[src/rtl/simd_flt_pkg.sv]
package simd_flt_pkg;
  localparam int FLT_W   = 7;
  localparam int FI_NONE = 0;
  localparam int FI_UD   = 1;
  localparam int FI_NM   = 2;
  localparam int FI_GP   = 3;
  localparam int FI_SS   = 4;
  localparam int FI_PF   = 5;
  localparam int FI_XM   = 6;

  localparam logic [1:0] MODE_REAL = 2'd0;
  localparam logic [1:0] MODE_V86  = 2'd1;
  localparam logic [1:0] MODE_PROT = 2'd2;
  localparam logic [1:0] MODE_LONG = 2'd3;

  typedef logic [FLT_W-1:0] flt_vec_t;
endpackage

[src/rtl/simd_flt_ctl_chk.sv]
module simd_flt_ctl_chk (
  input  logic em_i,
  input  logic fxsr_i,
  input  logic feat_i,
  input  logic ts_i,
  output logic ud_o,
  output logic nm_o
);
  always_comb begin
    ud_o = em_i | ~fxsr_i | ~feat_i;
    nm_o = ts_i;
  end
endmodule

[src/rtl/simd_flt_addr_chk.sv]
module simd_flt_addr_chk
  import simd_flt_pkg::*;
#(
  parameter int ADDR_W     = 64,
  parameter int VA_BITS    = 48,
  parameter int OPND_BYTES = 16,
  parameter int LOW_LIMIT  = 65535
) (
  input  logic [1:0]        mode_i,
  input  logic              mem_op_i,
  input  logic [ADDR_W-1:0] addr_i,
  input  logic              stack_seg_i,
  output logic              gp_o,
  output logic              ss_o
);
  localparam int ALIGN_BITS = $clog2(OPND_BYTES);
  localparam int LIM_BITS   = $clog2(LOW_LIMIT + 1);

  logic misalign;
  logic out_low;
  logic canon;
  logic hi_nz;
  logic [LIM_BITS:0] end_addr;

  always_comb begin
    misalign = |addr_i[ALIGN_BITS-1:0];
    hi_nz    = |addr_i[ADDR_W-1:LIM_BITS];
    end_addr = {1'b0, addr_i[LIM_BITS-1:0]} + (LIM_BITS+1)'(OPND_BYTES - 1);
    out_low  = hi_nz | (end_addr > (LIM_BITS+1)'(LOW_LIMIT));
  end

  generate
    if (VA_BITS < ADDR_W) begin : g_canon
      logic [ADDR_W-VA_BITS:0] top;
      assign top   = addr_i[ADDR_W-1:VA_BITS-1];
      assign canon = (&top) | ~(|top);
    end else begin : g_flat
      assign canon = 1'b1;
    end
  endgenerate

  logic low_mode, long_mode, nc;
  always_comb begin
    low_mode  = (mode_i == MODE_REAL) || (mode_i == MODE_V86);
    long_mode = (mode_i == MODE_LONG);
    nc        = mem_op_i & long_mode & ~canon;
    ss_o      = nc & stack_seg_i;
    gp_o      = mem_op_i & ~ss_o &
                (misalign | (low_mode & out_low) | (nc & ~stack_seg_i));
  end

  // stack fault excludes general protection
  always_comb assert_gp_ss_excl_R7: assert (!(gp_o && ss_o));
endmodule

[src/rtl/simd_flt_post_chk.sv]
module simd_flt_post_chk (
  input  logic num_exc_i,
  input  logic os_xm_en_i,
  output logic xm_o,
  output logic ud_o
);
  always_comb begin
    xm_o = num_exc_i & os_xm_en_i;
    ud_o = num_exc_i & ~os_xm_en_i;
  end
endmodule

[src/rtl/simd_fault_sel.sv]
module simd_fault_sel
  import simd_flt_pkg::*;
#(
  parameter int ADDR_W     = 64,
  parameter int VA_BITS    = 48,
  parameter int OPND_BYTES = 16,
  parameter int LOW_LIMIT  = 65535
) (
  input  logic              clk_i,
  input  logic              rst_ni,
  input  logic              valid_i,
  input  logic [1:0]        mode_i,
  input  logic              cr0_em_i,
  input  logic              cr0_ts_i,
  input  logic              cr4_fxsr_i,
  input  logic              cr4_xmmexcpt_i,
  input  logic              feat_i,
  input  logic              mem_op_i,
  input  logic [ADDR_W-1:0] addr_i,
  input  logic              stack_seg_i,
  input  logic              pf_i,
  input  logic              num_exc_i,
  output logic              valid_o,
  output logic [FLT_W-1:0]  fault_o,
  output logic              commit_o
);
  logic pre_ud, pre_nm, a_gp, a_ss, post_xm, post_ud;
  flt_vec_t nxt;

  simd_flt_ctl_chk u_ctl (
    .em_i(cr0_em_i), .fxsr_i(cr4_fxsr_i), .feat_i(feat_i), .ts_i(cr0_ts_i),
    .ud_o(pre_ud), .nm_o(pre_nm)
  );

  simd_flt_addr_chk #(
    .ADDR_W(ADDR_W), .VA_BITS(VA_BITS), .OPND_BYTES(OPND_BYTES), .LOW_LIMIT(LOW_LIMIT)
  ) u_addr (
    .mode_i(mode_i), .mem_op_i(mem_op_i), .addr_i(addr_i), .stack_seg_i(stack_seg_i),
    .gp_o(a_gp), .ss_o(a_ss)
  );

  simd_flt_post_chk u_post (
    .num_exc_i(num_exc_i), .os_xm_en_i(cr4_xmmexcpt_i),
    .xm_o(post_xm), .ud_o(post_ud)
  );

  // fixed priority: control > NM > addressing > page > numeric
  always_comb begin
    nxt = '0;
    if (!valid_i)     nxt[FI_NONE] = 1'b1;
    else if (pre_ud)  nxt[FI_UD]   = 1'b1;
    else if (pre_nm)  nxt[FI_NM]   = 1'b1;
    else if (a_ss)    nxt[FI_SS]   = 1'b1;
    else if (a_gp)    nxt[FI_GP]   = 1'b1;
    else if (pf_i)    nxt[FI_PF]   = 1'b1;
    else if (post_xm) nxt[FI_XM]   = 1'b1;
    else if (post_ud) nxt[FI_UD]   = 1'b1;
    else              nxt[FI_NONE] = 1'b1;
  end

  always_ff @(posedge clk_i or negedge rst_ni) begin
    if (!rst_ni) begin
      valid_o  <= 1'b0;
      fault_o  <= FLT_W'(1);
      commit_o <= 1'b0;
    end else begin
      valid_o  <= valid_i;
      fault_o  <= nxt;
      commit_o <= valid_i & nxt[FI_NONE];
    end
  end

  assert_onehot_R10: assert property (@(posedge clk_i) disable iff (!rst_ni)
    $countones(fault_o) == 1);
  assert_commit_clean_R10: assert property (@(posedge clk_i) disable iff (!rst_ni)
    commit_o |-> (valid_o && fault_o[FI_NONE]));
  assert_latency_R2: assert property (@(posedge clk_i) disable iff (!rst_ni)
    valid_i |=> valid_o);
  assert_em_ud_R3: assert property (@(posedge clk_i) disable iff (!rst_ni)
    (valid_i && cr0_em_i) |=> (fault_o[FI_UD] && !commit_o));
  assert_ts_nm_R4: assert property (@(posedge clk_i) disable iff (!rst_ni)
    (valid_i && !cr0_em_i && cr4_fxsr_i && feat_i && cr0_ts_i) |=> fault_o[FI_NM]);
  assert_align_gp_R5: assert property (@(posedge clk_i) disable iff (!rst_ni)
    (valid_i && !cr0_em_i && cr4_fxsr_i && feat_i && !cr0_ts_i && mem_op_i &&
     mode_i == MODE_PROT && addr_i[3:0] != 4'd0) |=> fault_o[FI_GP]);
endmodule

[config.mk]
export PLATFORM = sky130hd
export DESIGN_NAME = simd_fault_sel
export DESIGN_NICKNAME = d
export VERILOG_FILES = /design/src/rtl/simd_flt_pkg.sv /design/src/rtl/simd_flt_ctl_chk.sv /design/src/rtl/simd_flt_addr_chk.sv /design/src/rtl/simd_flt_post_chk.sv /design/src/rtl/simd_fault_sel.sv
export SDC_FILE = /design/constraint.sdc
export NUM_CORES = 1
export LEC_CHECK = 0
export ABC_AREA = 1
export BUFFER_PORTS_ARGS = -buffer_cell sky130_fd_sc_hd__buf_2
export CAP_MARGIN = 10
export CORE_MARGIN = 4
export CORE_UTILIZATION = 35
export DETAILED_ROUTE_END_ITERATION = 10
export GPL_TIMING_DRIVEN = 0
export PLACE_DENSITY = 0.76
export SYNTH_ARGS = -nofsm -noshare
export SYNTH_HDL_FRONTEND = slang
export SYNTH_HIERARCHICAL = 1
export SYNTH_SLANG_ARGS = --single-unit
[constraint.sdc]
create_clock -name clk_i -period 1.5 [get_ports clk_i]
set_input_delay 0 -clock clk_i [delete_from_list [all_inputs] [get_ports clk_i]]
set_output_delay 0 -clock clk_i [all_outputs]
set_load 0.05 [all_outputs]
# Yosys cells after proc, flatten, opt, wreduce, memory -nomap -nowiden
# Index checks and enable logic that the tools add are counted.
[word_totals]
regBits = 9
output_inout_bits = 9
word_cells = 58
inputBits = 78
[classes]
n_reduce_logical = 6
n_addsub = 1
bitwise = 23
n_lt_le_gt_ge = 1
mux = 22
n_eq_ne = 2
[op_table]
columns = ["operator", "n"]
rows = [
  ["$reduce_or 48->1", 1],
  ["$add 16x4->17 const B", 1],
  ["$gt 17x16->1 const B", 1],
  ["$reduce_and 17->1", 1],
  ["$reduce_or 17->1", 1],
  ["$mux 2", 7],
  ["$mux 1", 12],
  ["$and 1x1->1", 10],
  ["$not 1->1", 7],
  ["$mux 6", 1],
  ["$or 1x1->1", 6],
  ["$mux 5", 1],
  ["$mux 4", 1],
  ["$reduce_or 4->1", 1],
  ["$eq 2x1->1 const B", 1],
  ["$eq 2x2->1 const B", 1],
  ["$logic_not 2->1", 1],
  ["$logic_or 1x1->1", 1],
]

# Logic depth before layout (Yosys ltp)
[depth]
word_depth = 15
mapped_depth = 16
ltp_nobuf = 16

# By module
# The synthesis kept the hierarchy.
[by_module_without_submodules]
columns = ["module", "area_each_um2", "seq_area_each_um2", "n_inst", "cells_per_inst"]
rows = [
  ["simd_flt_addr_chk", 673.1, 0.0, 1, 141],
  ["simd_fault_sel", 371.6, 226.5, 1, 34],
  ["simd_flt_ctl_chk", 21.3, 0.0, 1, 3],
  ["simd_flt_post_chk", 17.5, 0.0, 1, 4],
]

# Least setup slack after synthesis
# Ideal clock, no wire load.
[synth_path]
path_type = "input to register"
start = "input port addr_i[0]"
end = "register fault_o[1]"
arrival_time_ns = 1.339
slack_ns = 0.043
cell_stages = 14
required_ns = 1.381
cell_sequence = "inv_1 > ha_1 > a21oi_2 > nand2_1 > o21bai_1 > nand2_1 > nor2_1 > nand3_1 > nand2_1 > nand2_1 > a21oi_2 > nor2_1 > nand3_2 > a21oi_2"
[synth_via]
elab_chain_len = 12
[synth_lines]
columns = ["item", "line_no", "text"]
rows = [
  ["start: declaration", "simd_fault_sel.sv:19", "input logic [ADDR_W-1:0] addr_i,"],
  ["$add 16x4->17", "simd_flt_addr_chk.sv:28", "end_addr = {1'b0, addr_i[LIM_BITS-1:0]} + (LIM_BITS+1)'(OPND_BYTES - 1);"],
  ["$gt 17x16->1", "simd_flt_addr_chk.sv:29", "out_low = hi_nz | (end_addr > (LIM_BITS+1)'(LOW_LIMIT));"],
  ["$or 1x1->1", "simd_flt_addr_chk.sv:29", ""],
  ["$and 1x1->1", "simd_flt_addr_chk.sv:49", "(misalign | (low_mode & out_low) | (nc & ~stack_seg_i));"],
  ["$or 1x1->1 * (2 in series)", "simd_flt_addr_chk.sv:49", ""],
  ["$and 1x1->1 *", "simd_flt_addr_chk.sv:48", "gp_o = mem_op_i & ~ss_o &"],
  ["via a_gp", "simd_fault_sel.sv:27", "logic pre_ud, pre_nm, a_gp, a_ss, post_xm, post_ud;"],
  ["$mux 2 *", "simd_fault_sel.sv:54", "else if (a_gp) nxt[FI_GP] = 1'b1;"],
  ["$mux 2 *", "simd_fault_sel.sv:53", "else if (a_ss) nxt[FI_SS] = 1'b1;"],
  ["$mux 2 *", "simd_fault_sel.sv:52", "else if (pre_nm) nxt[FI_NM] = 1'b1;"],
  ["$mux 1 *", "simd_fault_sel.sv:51", "else if (pre_ud) nxt[FI_UD] = 1'b1;"],
  ["$mux 6 *", "simd_fault_sel.sv:50", "if (!valid_i) nxt[FI_NONE] = 1'b1;"],
  ["via nxt[1]", "simd_fault_sel.sv:28", "flt_vec_t nxt;"],
  ["end signal: assignment", "simd_fault_sel.sv:68", "fault_o <= nxt;"],
  ["end: declaration", "simd_fault_sel.sv:24", "output logic [FLT_W-1:0] fault_o,"],
]
# Mark *: on every way through the listed nets, which the timed path passes. The rest lies on a longest branch.

# Worst setup path in the final report
[layout_path]
start = "input port addr_i[2]"
end = "register commit_o"
[layout_via]
elab_chain_len = 13
[layout_lines]
columns = ["item", "line_no", "text"]
rows = [
  ["$add 16x4->17", "simd_flt_addr_chk.sv:28", ""],
  ["$gt 17x16->1", "simd_flt_addr_chk.sv:29", ""],
  ["$or 1x1->1", "simd_flt_addr_chk.sv:29", ""],
  ["$and 1x1->1", "simd_flt_addr_chk.sv:49", ""],
  ["$or 1x1->1 * (2 in series)", "simd_flt_addr_chk.sv:49", ""],
  ["$and 1x1->1 *", "simd_flt_addr_chk.sv:48", ""],
  ["via a_gp", "simd_fault_sel.sv:27", ""],
  ["$mux 2 *", "simd_fault_sel.sv:54", ""],
  ["$mux 2 *", "simd_fault_sel.sv:53", ""],
  ["$mux 2 *", "simd_fault_sel.sv:52", ""],
  ["$mux 1 *", "simd_fault_sel.sv:51", ""],
  ["$mux 1 *", "simd_fault_sel.sv:50", ""],
  ["$and 1x1->1 *", "simd_fault_sel.sv:69", "commit_o <= valid_i & nxt[FI_NONE];"],
  ["end signal: assignment", "simd_fault_sel.sv:69", ""],
  ["end: declaration", "simd_fault_sel.sv:25", "output logic commit_o"],
]
# Marks and branches as above.

==> flow_summary.json <==
{
  "drtPass1Iterations": 5,
  "clk_pin_slew_ps": 50,
  "fin_crit_sh_pct": 91.2,
  "syn_nets": 262,
  "final_cell_mix": "buf_2 (82), nand2_1 (38), nor2_1 (31), inv_1 (22), nand3_1 (15)",
  "drive_gt1_share_pct": 46.7,
  "critPathKind": "input port to flop",
  "syn_inst": 182,
  "synth-seq-cells": 9,
  "h-tree-depth": 1,
  "core_area_um2": 2850,
  "slew_headroom_pct": 75.6,
  "diodes": 0,
  "maxSlewViolCount": 0,
  "power_density_nw_per_um2": 431,
  "dr_total_vias": 1440,
  "cts_tree": "done",
  "die_x_um": 63.6,
  "ant_nets": 0,
  "grt_pass1_vias": 1286,
  "syn_avg_cell_area_um2": 5.95,
  "rsz0062_at_grt": "true",
  "hpwl_um": 2700,
  "antenna_found_initial": 0,
  "arrival_ps": 1540,
  "status": "finished, final reports clean",
  "ys_seq_area_share_pct": 20.9,
  "finalSetupViolations": 0,
  "dieArea_um2": 4050,
  "critPathCaptureType": "flop",
  "fin_nets": 357,
  "layout_commonest_cell": "buf_2",
  "min_to": "fault_o[0]",
  "gr-total-overflow": 0,
  "worstSetupStartpointType": "input port",
  "wl_um": 3250,
  "crit_required_ps": 1670,
  "io_buffers": 85,
  "ys_types": 27,
  "final-hold-violation-count": 0,
  "hold_depth": 4,
  "grt_max_degree": 10,
  "via_per_inst": 4.69,
  "rows": 19,
  "synthesis.area_um2": 1080,
  "cts_root_buf": "clkbuf_4",
  "nFillCells": 291,
  "hp-start": "cr0_ts_i",
  "clock-sinks": 9,
  "initial_core_util_pct": 38.0,
  "p_leak_nw": 0.922,
  "min_period_ps": 1370,
  "drcViolationCount": 0,
  "syn2layout_area_growth_pct": 57.9,
  "grt_pass1_wl_um": 4970,
  "design.portCount": 87,
  "grt_usage_pct": 14.6,
  "wl_per_cell_um": 10.6,
  "drt_iter0_drc": 43,
  "fmax_mhz": 731,
  "path_max_fanout": 6,
  "cap_violations": 0,
  "cts_buffers": 3,
  "worstMarginPinSlew_ps": 363,
  "hp-class": "input port to flop",
  "max-vdd-ir-drop_mv": 0.175,
  "post-route-util_pct": 60.0,
  "clock_path_buffers": 2,
  "die_height_um": 63.6,
  "holdWs_ps": 16.9,
  "place_congestion": 0.847,
  "yosysWarnings": 6
}
metal layers:
layer,track usage [%],wire length (um)
met3,1.07,156
met4,4.04,0
met2,27.5,1760
met1,17.5,1330
met5,0,0
cells by family (layout without fill, tap and decap cells):
kind of cell               Yosys count  in the layout  synth area share (%)
and+or+nand+nor                    132            132                  59.8
buffers and inverters               28            122                  10.0
AOI/OAI and AO/OA                   11             11                  6.93
DFF                                  9              9                  20.9
adders and majority gates            2              2                  2.31
worst max path at each step:
stage / start / to / slack [ps] / depth (start not counted)
after global placement: addr_i[0] / fault_o[1] / -270 / 16
after floorplan: addr_i[0] / fault_o[1] / 40 / 14
after global routing: addr_i[2] / fault_o[6] / -40 / 15
final: addr_i[2] / commit_o / 130 / 15
after CTS: addr_i[0] / fault_o[1] / 20 / 16
after detailed placement: addr_i[0] / fault_o[1] / -270 / 16
critical path: stages:
cell     delay, ps
buf_4          140
nor2_4         210
nand2_4        110
buf_4          150
a21oi_1        160
a21oi_2         50
nand3_2         70
nor2_2          40
nand3_1         60
nand2_1         50
nand2_1         70
a21oi_2         70
nor2_2         120
nand2_2         80
nor3_2         140
per-stage QoR:
step / setup WS (ps) / total power, W / cell area, um2 / std cells / TNS [ps]
after floorplan: 42.8 / 0.000389 / 1080 / 182 / 0
after global placement: -274 / 0.000530 / 1550 / 298 / -1540
after detailed placement: -275 / 0.000533 / 1550 / 298 / -1530
after CTS: 24.5 / 0.000715 / 1600 / 304 / 0
after global routing: -38.5 / 0.000798 / 1710 / 307 / -42.3
final: 132 / 0.000737 / 1710 / 307 / 0
Yosys cell counts:
master / n / area (um2)
a21oi_1: 2 / 10.0
a21oi_2: 3 / 26.3
and2_1: 1 / 6.26
and3_1: 1 / 6.26
buf_4: 1 / 7.51
dfrtp_1: 8 / 200
dfstp_2: 1 / 26.3
ha_1: 2 / 25.0
inv_1: 25 / 93.8
inv_2: 2 / 7.51
nand2_1: 40 / 150
nand2_2: 3 / 18.8
nand2_4: 1 / 11.3
nand3_1: 18 / 90.1
nand3_2: 2 / 20.0
nand3b_1: 1 / 7.51
nand4_1: 8 / 50.1
nor2_1: 35 / 131
nor2_2: 3 / 18.8
nor2_4: 4 / 45.0
nor3_1: 7 / 35.0
nor3_2: 2 / 20.0
nor4_1: 6 / 37.5
o21ai_0: 2 / 10.0
o21ai_1: 1 / 5.00
o21ai_2: 1 / 8.76
o21bai_1: 2 / 15.0
power by group:
group | total [W] | internal (W) | switching [W]
Sequential | 0.000251 | 0.000250 | 0.00000105
Combinational | 0.000317 | 0.000144 | 0.000173
Clock | 0.000170 | 0.000101 | 0.0000681
repair_timing:
item / in CTS / in global routing
hold buffers: 2 / 0
pin swaps: 0 / 17
buffers inserted: 0 / 3
setup endpoints to repair: 3 / 6
resized for setup: 1 / 29
endpoints found under the hold margin: 11 / 0
flip-flops by register name, indices dropped and copies added, names as in the netlist:
signal / flops
fault_o: 7
valid_o: 1
commit_o: 1
layout make-up:
cell class	instances	area [um2]	share of cell area (%)
Buffer	1	7.51	0.439
Clock buffer	4	26.3	1.54
Inverter	27	109	6.36
Multi-Input combinational cell	145	812	47.5
Sequential cell	9	226	13.2
Tap cell	31	38.8	2.27
Timing Repair Buffer	90	490	28.7
(Power assumes the default switching activity.)
